--- src/rtl/pmc_pkg.sv ---
package pmc_pkg;

  typedef enum logic [1:0] {
    PM_FULL = 2'b00,
    PM_STBY = 2'b01,
    PM_SUSP = 2'b10,
    PM_HIBR = 2'b11
  } pm_mode_e;

  typedef enum logic [3:0] {
    ST_RUN,
    ST_SB_STALL,
    ST_SB_HOLD,
    ST_SP_STALL,
    ST_SP_DRAIN,
    ST_SP_SREF,
    ST_SP_HOLD,
    ST_HB_STALL,
    ST_HB_DRAIN,
    ST_HB_HOLD,
    ST_WAKE
  } pmc_state_e;

  // clock-enable vector bit positions
  localparam int CK_CORE = 0;
  localparam int CK_TMR  = 1;
  localparam int CK_INT  = 2;
  localparam int CK_PLL  = 3;
  localparam int CK_PBUS = 4;
  localparam int CK_MCLK = 5;
  localparam int CK_N    = 6;

  // wake ramp step count (0 .. WAKE_LAST)
  localparam int WAKE_LAST = 6;
  localparam int STEP_W    = $clog2(WAKE_LAST + 1);

endpackage

--- src/rtl/pmc_rst_sync.sv ---
module pmc_rst_sync #(
  parameter int STAGES = 2
) (
  input  logic clk,
  input  logic arst_n,
  output logic srst_n
);

  logic [STAGES-1:0] sh_q;

  always_ff @(posedge clk or negedge arst_n) begin
    if (!arst_n) sh_q <= '0;
    else         sh_q <= {sh_q[STAGES-2:0], 1'b1};
  end

  assign srst_n = sh_q[STAGES-1];

endmodule

--- src/rtl/pmc_req_arb.sv ---
module pmc_req_arb
  import pmc_pkg::*;
(
  input  logic     accept_i,
  input  logic     req_sb_i,
  input  logic     req_sp_i,
  input  logic     req_hb_i,
  output logic     vld_o,
  output pm_mode_e mode_o
);

  always_comb begin
    vld_o  = 1'b0;
    mode_o = PM_FULL;
    if (accept_i) begin
      if (req_hb_i) begin
        vld_o  = 1'b1;
        mode_o = PM_HIBR;
      end else if (req_sp_i) begin
        vld_o  = 1'b1;
        mode_o = PM_SUSP;
      end else if (req_sb_i) begin
        vld_o  = 1'b1;
        mode_o = PM_STBY;
      end
    end
  end

endmodule

--- src/rtl/pmc_seq.sv ---
module pmc_seq
  import pmc_pkg::*;
#(
  parameter int WAKE_GAP = 1
) (
  input  logic            clk,
  input  logic            rst_n,
  input  logic            req_vld_i,
  input  pm_mode_e        req_mode_i,
  input  logic            bus_idle_i,
  input  logic            irq_i,
  input  logic            pwr_btn_i,
  input  logic            wut_irq_i,
  output logic            in_run_o,
  output logic [CK_N-1:0] clk_en_o,
  output logic            sref_o,
  output logic            stall_o,
  output pm_mode_e        mode_o
);

  localparam int GAP_W = (WAKE_GAP > 1) ? $clog2(WAKE_GAP) : 1;
  localparam logic [GAP_W-1:0] GAP_END = GAP_W'(WAKE_GAP - 1);

  pmc_state_e        st_q, st_d;
  pm_mode_e          mode_q, mode_d;
  logic [CK_N-1:0]   en_q, en_d;
  logic              sref_q, sref_d;
  logic              stall_q, stall_d;
  logic [STEP_W-1:0] step_q, step_d;
  logic [GAP_W-1:0]  gap_q, gap_d;
  logic [STEP_W-1:0] step_nx;
  logic              wake_go;

  assign step_nx = step_q + STEP_W'(1);

  always_comb begin
    wake_go = 1'b0;
    unique case (st_q)
      ST_SB_HOLD, ST_SP_HOLD: wake_go = irq_i | wut_irq_i;
      ST_HB_HOLD:             wake_go = pwr_btn_i | wut_irq_i;
      default:                wake_go = 1'b0;
    endcase
  end

  // next-state process
  always_comb begin
    st_d    = st_q;
    mode_d  = mode_q;
    en_d    = en_q;
    sref_d  = sref_q;
    stall_d = stall_q;
    step_d  = step_q;
    gap_d   = gap_q;
    if (wake_go) begin
      st_d         = ST_WAKE;
      step_d       = '0;
      gap_d        = '0;
      en_d[CK_PLL] = 1'b1;
    end else begin
      unique case (st_q)
        ST_RUN: begin
          if (req_vld_i) begin
            mode_d  = req_mode_i;
            stall_d = 1'b1;
            unique case (req_mode_i)
              PM_HIBR: st_d = ST_HB_STALL;
              PM_SUSP: st_d = ST_SP_STALL;
              default: st_d = ST_SB_STALL;
            endcase
          end
        end
        ST_SB_STALL: begin
          en_d[CK_CORE] = 1'b0;
          st_d          = ST_SB_HOLD;
        end
        ST_SP_STALL: begin
          en_d[CK_PBUS] = 1'b0;
          st_d          = ST_SP_DRAIN;
        end
        ST_SP_DRAIN: begin
          if (bus_idle_i) begin
            sref_d = 1'b1;
            st_d   = ST_SP_SREF;
          end
        end
        ST_SP_SREF: begin
          en_d[CK_CORE] = 1'b0;
          st_d          = ST_SP_HOLD;
        end
        ST_HB_STALL: begin
          en_d[CK_PBUS] = 1'b0;
          st_d          = ST_HB_DRAIN;
        end
        ST_HB_DRAIN: begin
          if (bus_idle_i) begin
            en_d = '0;
            st_d = ST_HB_HOLD;
          end
        end
        ST_WAKE: begin
          if (gap_q == GAP_END) begin
            gap_d  = '0;
            step_d = step_nx;
            unique case (step_nx)
              STEP_W'(1): begin
                en_d[CK_TMR] = 1'b1;
                en_d[CK_INT] = 1'b1;
              end
              STEP_W'(2): en_d[CK_MCLK] = 1'b1;
              STEP_W'(3): en_d[CK_PBUS] = 1'b1;
              STEP_W'(4): sref_d        = 1'b0;
              STEP_W'(5): en_d[CK_CORE] = 1'b1;
              default: begin
                stall_d = 1'b0;
                mode_d  = PM_FULL;
                st_d    = ST_RUN;
              end
            endcase
          end else begin
            gap_d = gap_q + GAP_W'(1);
          end
        end
        default: ;
      endcase
    end
  end

  // register process
  always_ff @(posedge clk or negedge rst_n) begin
    if (!rst_n) begin
      st_q    <= ST_RUN;
      mode_q  <= PM_FULL;
      en_q    <= '1;
      sref_q  <= 1'b0;
      stall_q <= 1'b0;
      step_q  <= '0;
      gap_q   <= '0;
    end else begin
      st_q    <= st_d;
      mode_q  <= mode_d;
      en_q    <= en_d;
      sref_q  <= sref_d;
      stall_q <= stall_d;
      step_q  <= step_d;
      gap_q   <= gap_d;
    end
  end

  assign in_run_o = (st_q == ST_RUN);
  assign clk_en_o = en_q;
  assign sref_o   = sref_q;
  assign stall_o  = stall_q;
  assign mode_o   = mode_q;


  core_after_sref_chk: assert property (@(posedge clk) disable iff (!rst_n)
    $rose(en_q[CK_CORE]) |-> (stall_q && !sref_q && en_q[CK_PLL]));


  stall_last_chk: assert property (@(posedge clk) disable iff (!rst_n)
    $fell(stall_q) |-> ((&en_q) && !sref_q && mode_q == PM_FULL));


  sref_after_drain_chk: assert property (@(posedge clk) disable iff (!rst_n)
    $rose(sref_q) |-> (!en_q[CK_PBUS] && stall_q && $past(bus_idle_i)));


  pll_off_only_hib_chk: assert property (@(posedge clk) disable iff (!rst_n)
    !en_q[CK_PLL] |-> (en_q == '0 && mode_q == PM_HIBR));


  mode_hold_chk: assert property (@(posedge clk) disable iff (!rst_n)
    (mode_q != PM_FULL && $past(mode_q) != PM_FULL) |-> (mode_q == $past(mode_q)));


  hib_irq_ignored_chk: assert property (@(posedge clk) disable iff (!rst_n)
    (st_q == ST_HB_HOLD && !pwr_btn_i && !wut_irq_i) |=> (st_q == ST_HB_HOLD));

endmodule

--- src/rtl/pwr_mode_ctrl.sv ---
module pwr_mode_ctrl
  import pmc_pkg::*;
#(
  parameter int WAKE_GAP   = 1,
  parameter int RST_STAGES = 2
) (
  input  logic       clk,
  input  logic       rst_n,
  input  logic       req_stby_i,
  input  logic       req_susp_i,
  input  logic       req_hibr_i,
  input  logic       bus_idle_i,
  input  logic       irq_i,
  input  logic       pwr_btn_i,
  input  logic       wut_irq_i,
  output logic       core_clk_en_o,
  output logic       tmr_clk_en_o,
  output logic       int_clk_en_o,
  output logic       pll_en_o,
  output logic       pbus_clk_en_o,
  output logic       mclk_en_o,
  output logic       sref_req_o,
  output logic       stall_o,
  output logic [1:0] mode_o
);

  logic            srst_n;
  logic            in_run;
  logic            req_vld;
  pm_mode_e        req_mode;
  pm_mode_e        cur_mode;
  logic [CK_N-1:0] clk_en;

  pmc_rst_sync #(.STAGES(RST_STAGES)) u_rst (
    .clk    (clk),
    .arst_n (rst_n),
    .srst_n (srst_n)
  );

  pmc_req_arb u_arb (
    .accept_i (in_run),
    .req_sb_i (req_stby_i),
    .req_sp_i (req_susp_i),
    .req_hb_i (req_hibr_i),
    .vld_o    (req_vld),
    .mode_o   (req_mode)
  );

  pmc_seq #(.WAKE_GAP(WAKE_GAP)) u_seq (
    .clk        (clk),
    .rst_n      (srst_n),
    .req_vld_i  (req_vld),
    .req_mode_i (req_mode),
    .bus_idle_i (bus_idle_i),
    .irq_i      (irq_i),
    .pwr_btn_i  (pwr_btn_i),
    .wut_irq_i  (wut_irq_i),
    .in_run_o   (in_run),
    .clk_en_o   (clk_en),
    .sref_o     (sref_req_o),
    .stall_o    (stall_o),
    .mode_o     (cur_mode)
  );

  assign core_clk_en_o = clk_en[CK_CORE];
  assign tmr_clk_en_o  = clk_en[CK_TMR];
  assign int_clk_en_o  = clk_en[CK_INT];
  assign pll_en_o      = clk_en[CK_PLL];
  assign pbus_clk_en_o = clk_en[CK_PBUS];
  assign mclk_en_o     = clk_en[CK_MCLK];
  assign mode_o        = cur_mode;

endmodule

--- config.mk ---
export PLATFORM = sky130hd
export DESIGN_NAME = pwr_mode_ctrl
export DESIGN_NICKNAME = d
export VERILOG_FILES = /design/src/rtl/pmc_pkg.sv /design/src/rtl/pmc_rst_sync.sv /design/src/rtl/pmc_req_arb.sv /design/src/rtl/pmc_seq.sv /design/src/rtl/pwr_mode_ctrl.sv
export SDC_FILE = /design/constraint.sdc
export NUM_CORES = 1
export LEC_CHECK = 0
export BUFFER_PORTS_ARGS = -buffer_cell sky130_fd_sc_hd__buf_4
export CAP_MARGIN = 20
export CELL_PAD_IN_SITES_DETAIL_PLACEMENT = 0
export CELL_PAD_IN_SITES_GLOBAL_PLACEMENT = 1
export CORE_MARGIN = 2
export CORE_UTILIZATION = 38
export CTS_CLUSTER_DIAMETER = 40
export DETAILED_ROUTE_END_ITERATION = 6
export HOLD_SLACK_MARGIN = 0.08
export PLACE_DENSITY_LB_ADDON = 0.1
export SKIP_CTS_REPAIR_TIMING = 1
export SYNTH_ARGS = -nofsm -noshare
export SYNTH_HDL_FRONTEND = slang
export SYNTH_SLANG_ARGS = --single-unit
--- constraint.sdc ---
create_clock -name clk -period 0.8 [get_ports clk]
set_input_delay 0.16 -clock clk [delete_from_list [all_inputs] [get_ports clk]]
set_output_delay 0.16 -clock clk [all_outputs]
set_load 0.03 [all_outputs]
# Word-level counts from Yosys, hierarchy flattened
# Cells that the tools add are included.
totals:
  regBits: 20
  output_inout_bits: 10
  word_cells: 121
  input_bits: 9
op_classes:
  muxes: 48
  add_sub_neg: 2
  n_bitwise: 3
  reduce_logical: 23
  n_eq_ne: 33
op_table:
  columns: ["operator", "n"]
  rows:
  - ["4-bit one-hot mux with 8 select lines", 1]
  - ["5-bit AND reduction", 6]
  - ["4-bit 2-to-1 mux", 6]
  - ["2-bit inequality test (second input constant)", 10]
  - ["1-bit 2-to-1 mux", 19]
  - ["4-bit by 3-bit equality test with 1-bit output (second input constant)", 4]
  - ["2-bit 2-to-1 mux", 8]
  - ["4-bit equality test (second input constant)", 3]
  - ["3-bit 2-to-1 mux", 4]
  - ["2-bit nonzero test", 6]
  - ["3-bit by 2-bit inequality test with 1-bit output (second input constant)", 3]
  - ["9-bit nonzero test", 1]
  - ["4-bit by 2-bit equality test with 1-bit output (second input constant)", 2]
  - ["1-bit one-hot mux with 2 select lines", 4]
  - ["2-bit one-hot mux with 2 select lines", 2]
  - ["3-bit by 2-bit equality test with 1-bit output (second input constant)", 2]
  - ["3-bit equality test (second input constant)", 2]
  - ["6-bit 2-to-1 mux", 1]
  - ["1-bit one-hot mux with 3 select lines", 2]
  - ["3-bit one-hot mux with 2 select lines", 1]
  - ["6-bit AND reduction", 1]
  - ["3-bit nonzero test", 2]
  - ["2-bit OR reduction", 3]
  - ["5-bit OR reduction", 1]
  - ["12 further kinds", 15]

# Longest topological paths before layout
# Gate-level depths: netlist of run 1.
logic_depth:
  word_depth: 9
  mapped_depth: 6
  mapped_depth_nobuf: 6

# Cells and area by module
# A second synthesis of run 1 with hierarchy kept.
hier_totals:
  cells_unflattened: 119
  area_unflattened_um2: 1138.6
modules_own_cells:
  columns: ["mod", "area_each_um2", "cells_each", "n_inst"]
  rows:
  - ["pmc_seq", 1054.8, 112, 1]
  - ["pmc_rst_sync", 53.8, 3, 1]
  - ["pmc_req_arb", 30.0, 4, 1]

# Least setup slack after synthesis of run 1
# Ideal clock, no wire load.
synth_timing:
  path_kind: "reg2reg"
  from: "register u_seq.step_q[0]"
  to: "register u_seq.st_q[0]"
  t_required_ns: 0.675
  path_stages_with_launch: 6
  setup_slack_ns: -0.871
  t_arrival_ns: 1.546
  n_path_buf: 0
  path_cell_list: "dfrtp_1 ha_1 xnor2_1 nand3_1 nand3_2 mux2_2"
synth_via:
  elab_chain_cells: 5
  elab_cells_between_ends: 9
  cone_classes: "add/sub (1); eq/ne (6); reduce/logical (2)"
synth_rtl:
  columns: ["element", "line", "text"]
  rows:
  - ["start: declaration", "pmc_seq.sv:29", "logic [STEP_W-1:0] step_q, step_d;"]
  - ["start signal: assignment", "pmc_seq.sv:144", "step_q <= step_d;"]
  - ["3-bit by 1-bit adder with 3-bit output (*)", "pmc_seq.sv:34", "assign step_nx = step_q + STEP_W'(1);"]
  - ["3-bit by 1-bit equality test with 1-bit output, or another cell as far along", "pmc_seq.sv:104", "unique case (step_nx)"]
  - ["5-bit OR reduction (no line) (*)", null, null]
  - ["3-bit by 2-bit inequality test with 1-bit output (no line) (*)", null, null]
  - ["6-bit AND reduction (no line) (*)", null, null]
  - ["end signal: assignment", "pmc_seq.sv:139", "st_q <= st_d;"]
  - ["end: declaration", "pmc_seq.sv:24", "pmc_state_e st_q, st_d;"]
# Every way passes the cells marked *; elsewhere a longest branch is shown, timed or not.
# A chain may end at the register's enable or synchronous reset.

# Final worst setup path of run 1
layout_timing:
  from: "register u_seq.st_q[1]"
  to: "register u_seq.stall_q, in the netlist u_seq.stall_o"
layout_via:
  elab_chain_cells: 5
  elab_cells_between_ends: 15
  cone_classes: "eq/ne (7); mux (3); bitwise (1); reduce/logical (4)"
layout_rtl:
  columns: ["element", "line", "text"]
  rows:
  - ["4-bit by 2-bit equality test with 1-bit output / 4-bit by 3-bit equality test with 1-bit output (equally long branches)", "pmc_seq.sv:38", "unique case (st_q)"]
  - ["2-bit OR reduction", "pmc_seq.sv:38", null]
  - ["1-bit one-hot mux with 2 select lines", "pmc_seq.sv:38", null]
  - ["1-bit inverter (no line)", null, null]
  - ["5-bit AND reduction (no line)", null, null]
  - ["end signal: assignment", "pmc_seq.sv:143", "stall_q <= stall_d;"]
  - ["end: declaration", "pmc_seq.sv:28", "logic stall_q, stall_d;"]
# Parallel ways exist; a longest one is shown, timed or not.

==> results.py, run 1 <==
metrics = {
    "placed_design": {
        "gp_congestion": 0.7849,
        "portBuffers": 18,
        "dp_hpwl_mm": 2.078,
        "dp.cells": 190,
    },
    "detailed_routing": {
        "drtPass1Iterations": 6,
        "wl_mm": 3.189,
        "vias": 1089,
        "wl_per_cell_um": 15.41,
        "ant_nets": 0,
        "drc": 2,
        "first_iter_violations": 22,
        "routed_via_density": 5.261,
    },
    "synth": {
        "synthTopCellsByArea": "dfrtp_1 (28%), dfstp_2 (11%), ha_1 (5.5%)",
        "synth_top_area_share_pct": 28.38,
        "syn_area_sq_um": 1146,
        "synth_nets": 129,
        "synth-seq-area-share_pct": 39.85,
        "yosysMostFrequentCell": "nor2_1",
        "synth_area_leader_cell": "dfrtp_1",
        "syn_avg_cell_area_sq_um": 9.966,
        "yosys-top-cells-count": "nor2_1 (15), dfrtp_1 (13), a21oi_1 (6), inv_1 (6), nand2b_1 (6)",
        "ys.flop_type": "dfrtp_1",
        "synth_cell_types": 41,
        "yosysWarnings": 0,
        "synthCells": 115,
        "synthArstFlopShare_pct": 100.0,
        "synth_edf_count": 0,
        "ys_seq_elements": 18,
    },
    "clocking": {
        "cts_tree": "done",
        "clk_pin_slew_ps": 110,
        "htreeDepth": 1,
        "ctsRootBufferMaster": "clkbuf_4",
        "clk-insertion-delay-late_ps": 300,
        "cts_buffers": 3,
        "clock-sinks": 18,
        "clockBufferDepth": 2,
    },
    "die": {
        "die_area_sq_um": 3472,
        "ioPinCount": 19,
        "die_width_um": 58.92,
        "die_h_um": 58.92,
        "rows": 19,
        "start_util_pct": 40.86,
        "coreArea_sq_um": 2805,
    },
    "finish": {
        "syn_to_final_growth_pct": 69.21,
        "num_antenna_cells": 0,
        "drive_gt1_share_pct": 62.50,
        "nets": 191,
        "layout.cells.non_filler": 207,
    },
    "global_routing": {
        "antenna_found_initial": 0,
        "overflow": 0,
        "grt_first_pass_wirelength_mm": 4.657,
        "gr-usage-all-layers_pct": 17.95,
        "grt_max_degree": 17,
        "grt_pass1_vias": 1017,
    },
    "worst_setup_path": {
        "timing_worst_setup_path_type": "register to register",
        "path_max_fanout": 8,
        "worstPathArrival_ps": 1840,
        "critPathRequiredTime_ps": 990,
        "critPathCaptureType": "register",
        "start_kind": "register",
    },
    "sta": {
        "period_needed_ps": 1648,
        "fin_ws_ps": -848.3,
        "fin_crit_sh_pct": 206.0,
        "finalHoldViolations": 0,
        "slew_violations": 0,
        "finClkSkew_ps": 6.673,
        "final-setup-viol-count": 26,
        "max_freq_ghz": 0.6067,
        "rsz0062_at_grt": "yes",
    },
    "pwr": {
        "peakVddDrop_mv": 1.796,
        "p_leak_nw": 0.8809,
        "p_int_mw": 4.495,
        "swShare_pct": 41.05,
        "p_total_mw": 7.625,
        "switching_power_mw": 3.130,
        "p_per_area_nw_per_um2": 3932,
        "sequentialPowerShare_pct": 21.5,
        "p_comb_share_pct": 70.8,
        "p_clk_share_pct": 7.8,
    },
    "run_status": {
        "violations": "design-rule violations, negative setup slack",
        "status": "complete, but fails checks",
    },
    "job": {
        "cap_violations": 0,
    },
    "hold_path": {
        "hp-class": "primary input to async pin",
    },
}
## worst max-delay path, cell delays in order (launching register included)
cell,delay [ps]
dfrtp_2,470
buf_6,150
nor4_4,330
buf_4,170
o211ai_2,110
mux2_4,320
## flip-flops by register name (all words and copies together) (netlist names)
name / flops
u_seq.clk_en_o: 5
u_seq.st_q: 4
u_seq.step_q: 3
u_rst.sh_q: 2
u_seq.mode_o: 2
u_seq.sref_o: 1
u_seq.stall_o: 1
## through the flow
step	area (sq um)	utilization, %	hold slack [ps]	TNS (ps)	setup WS, ps
after global routing	1939	69.13	145.1	-15940	-925.4
after detailed placement	1564	55.75	-56.20	-11570	-834.9
final	1939	69.13	153.4	-14540	-848.3
after CTS	1600	57.05	-383.4	-14860	-866.6
after floorplan	1197	-	-135.6	-9175	-758.9
after global placement	1564	55.75	-58.46	-11070	-824.2
## cells by family after synthesis
group	Yosys count	synth area share, %
simple gates	40	19.87
buf+inv	15	7.095
fa+ha+maj	5	5.459
mux	4	3.821
xor+xnor	4	3.057
other cells	1	0.3272
compound gates	28	20.53
flops	18	39.85
## final cells by class
cell class	instances	area (sq um)
fillers	209	865.8
multi-input cells	83	808.3
repair buffers	65	574.3
flip-flops and latches	18	459.2
well taps	31	38.79
clock buffers	4	36.28
inverters	6	22.52
## cells in the final DEF (no fill, tap or decap), drive strengths merged, types with 2 or more instances in the layout
cell / netlist / final
o22a: 2 / 2
nand3: 4 / 4
ha: 5 / 5
nand2: 2 / 2
xor2: 2 / 2
mux2: 3 / 3
a21oi: 6 / 6
nor3: 2 / 2
a31oi: 5 / 5
o21ai: 2 / 2
nor2: 15 / 15
clkbuf: 0 / 4
o21ba: 2 / 2
nand2b: 6 / 6
dfstp: 5 / 5
dfrtp: 13 / 13
o32ai: 1 / 2
or3: 2 / 2
inv: 6 / 6
xnor2: 2 / 2
o2bb2ai: 2 / 2
nor3b: 2 / 2
nor4: 4 / 4
buf: 9 / 64
## layer usage
metal  share of wire [%]  up-vias  global-route usage (%)
met5                   0        -                       0
met4                 1.8        0                   6.818
met3                 3.0        6                   3.077
met2                  52       18                   29.05
met1                  43      530                   23.96
li1                    -      535                       -
## path summary, 6_finish.rpt
check                              start  slack, ps  depth (start not counted)                 to
hold / removal                     rst_n        150                          2      u_rst.sh_q[0]
setup / recovery           u_seq.st_q[1]       -850                          5      u_seq.stall_o
min in group clk              req_stby_i        160                          3    u_seq.mode_o[0]
setup reg to reg           u_seq.st_q[1]       -850                          5      u_seq.stall_o
max in group asynchronous  u_rst.sh_q[1]        400                          1  u_seq.clk_en_o[5]
hold reg to reg            u_rst.sh_q[1]        190                          1    u_seq.step_q[1]
## power by group through the flow
stage                     clock network [mW]  logic (mW)  registers [mW]
final                                  0.592        5.40            1.64
after detailed placement                   0        3.93            1.58
after CTS                              0.600        3.96            1.56
after global routing                   0.667        5.75            1.68
after floorplan                            0        2.38            1.86
after global placement                     0        3.90            1.56
Power figures use the tool's default switching activity.
==> run 2: changes to the inputs <==
--- a/config.mk
+++ b/config.mk
@@ -9,6 +9,7 @@
 export CAP_MARGIN = 20
 export CELL_PAD_IN_SITES_DETAIL_PLACEMENT = 0
 export CELL_PAD_IN_SITES_GLOBAL_PLACEMENT = 1
+export CORE_ASPECT_RATIO = 0.75
 export CORE_MARGIN = 2
 export CORE_UTILIZATION = 38
 export CTS_CLUSTER_DIAMETER = 40
==> run 2 against run 1 <==
The flow finishes with violations (negative setup slack). Setup slack improved by 36 ps. Global-route usage increased by 0.61 points. Utilization decreased by 5.6 points. Die area increased by 0.13%. Worst hold slack improved by 43 ps. Combinational power decreased by 8.9%. Cell area decreased by 4.6%. Routed wire length decreased by 8.5%. Sequential power about the same. Via count decreased by 1.7%. Critical path type unchanged.
==> results.py, run 2 (synthesis gave the netlist of run 1 again) <==
metrics = {
    "worst_setup_path": {
        "rrSetupSlack_ps": -810,
        "start_kind": "register",
        "path_max_fanout": 8,
        "reg2reg_to": "u_seq.st_q[0]",
        "timing_worst_setup_path_type": "register to register",
        "worstPathArrival_ps": 1760,
        "crit_slowest_cell": "dfrtp_2",
        "critPathCaptureType": "register",
        "critPathCapture": "u_seq.st_q[0]",
        "rr_worst_depth": 5,
        "setup.worst_path.start": "u_seq.st_q[0]",
        "reg2reg_from": "u_seq.st_q[0]",
        "path_cells": "buf_4 > o21ba_2 > o221a_4 > nand3_4 > mux2_4",
        "critPathRequiredTime_ps": 940,
        "max_stage_delay_ps": 450,
    },
    "detailed_routing": {
        "drtPass1Iterations": 4,
        "drc": 0,
        "wl_per_cell_um": 13.64,
        "first_iter_violations": 45,
        "vias": 1070,
        "wl_mm": 2.919,
        "ant_nets": 0,
        "routed_via_density": 5.000,
    },
    "finish": {
        "final_cell_mix": "buf_4 (53), nor2_1 (15), buf_6 (11)",
        "fill_cells": 224,
        "num_antenna_cells": 0,
        "layout.cells.non_filler": 214,
        "seqCellArea_sq_um": 460.4,
        "nets": 191,
        "layout_commonest_cell": "buf_4",
        "multi_input_area_sq_um": 713.2,
        "largest_reg_flops": 5,
        "syn_to_final_growth_pct": 61.46,
        "drive_gt1_share_pct": 59.09,
    },
    "sta": {
        "max_freq_ghz": 0.6202,
        "finClkSkew_ps": 1.973,
        "rsz0062_at_grt": "yes",
        "finalHoldViolations": 0,
        "slew_violations": 0,
        "hold_slack_ps": 196.5,
        "final-setup-viol-count": 26,
        "period_needed_ps": 1612,
        "fin_ws_ps": -812.3,
        "fin_crit_sh_pct": 201.5,
    },
    "pwr": {
        "p_total_mw": 7.315,
        "p_per_area_nw_per_um2": 3953,
        "p_leak_nw": 0.8648,
        "peakVddDrop_mv": 2.167,
    },
    "clocking": {
        "clockBufferDepth": 2,
        "ctsRootBufferMaster": "clkbuf_8",
        "htreeDepth": 1,
        "clk-insertion-delay-late_ps": 260,
        "clk_pin_slew_ps": 70,
        "cts_buffers": 3,
        "cts_tree": "done",
        "clock-sinks": 18,
    },
    "global_routing": {
        "grt_first_pass_wirelength_mm": 4.781,
        "antenna_found_initial": 0,
        "overflow": 0,
        "gr-usage-all-layers_pct": 18.56,
        "grt_max_degree": 17,
        "grt_pass1_vias": 1014,
    },
    "placed_design": {
        "dp.cells": 201,
        "gp_congestion": 0.8378,
        "portBuffers": 18,
        "dp_hpwl_mm": 2.064,
        "pre_cts_ws_ps": -889.5,
    },
    "die": {
        "coreArea_sq_um": 2914,
        "die_area_sq_um": 3476,
        "start_util_pct": 39.33,
        "die_h_um": 51.56,
        "die_width_um": 67.42,
        "ioPinCount": 19,
        "rows": 17,
    },
    "run_status": {
        "status": "complete, but fails checks",
        "violations": "negative setup slack",
    },
    "job": {
        "cap_violations": 0,
    },
    "hold_path": {
        "hp-class": "register to async pin",
    },
}
[run 2: changes by cell type in the layout (fill, tap and decap cells not counted), moves of 3 or more]
cell / delta
a31oi_1: +3
buf_4: +8
buf_6: -6
clkbuf_4: -3
clkbuf_8: +3
nor2_1: +3
[run 2: per-stage QoR]
stage               area [sq um]  setup TNS (ps)  util (%)
finish                      1851          -13790     63.50
global route                1851          -15020     63.50
CTS                         1658          -14920     56.89
detailed placement          1603          -12140     55.00
global placement            1603          -11740     55.00
floorplan                   1197           -9175         -
[run 2: final cells by class]
| type | count | share of cell area, % |
|---|---|---|
| Multi-Input combinational cell | 82 | 38.54 |
| Timing Repair Buffer | 66 | 29.82 |
| Sequential cell | 18 | 24.88 |
| Clock buffer | 4 | 2.975 |
| Tap cell | 38 | 2.569 |
| Inverter | 6 | 1.217 |
[run 2: layer usage]
| layer | track usage [%] | vias up | wire [um] |
|---|---|---|---|
| met5 | 0 | - | 0 |
| met4 | 6.803 | 0 | 34 |
| met3 | 4.762 | 6 | 125 |
| met2 | 26.07 | 19 | 1336 |
| met1 | 27.32 | 512 | 1423 |
| li1 | - | 533 | - |
[run 2: worst min path at each step]
stage | cells after the start | endpoint | slack, ps | start
6_report | 1 | u_seq.mode_o[1] | 200 | u_rst.sh_q[1]
5_1_grt | 2 | u_rst.sh_q[0] | 210 | rst_n
4_1_cts | 1 | u_rst.sh_q[1] | -340 | rst_n
3_5_place_dp | 1 | u_rst.sh_q[1] | -60 | rst_n
3_3_place_gp | 1 | u_rst.sh_q[1] | -60 | rst_n
2_1_floorplan | 0 | u_rst.sh_q[0] | -140 | rst_n
[run 2: power breakdown]
group,switching [mW],leakage [nW],internal [mW],total (mW)
combinational,2.21,0.628,2.71,4.92
clock,0.327,0.0288,0.438,0.765
sequential,0.323,0.208,1.31,1.63
[run 2: worst max-delay path: cells and delay by family, from the launching register on]
family | cells | cell delay [ps]
buffers and inverters | 1 | 150
flip-flops | 1 | 450
multiplexers | 1 | 300
AO/OA/AOI/OAI | 2 | 490
AND/OR/NAND/NOR | 1 | 110
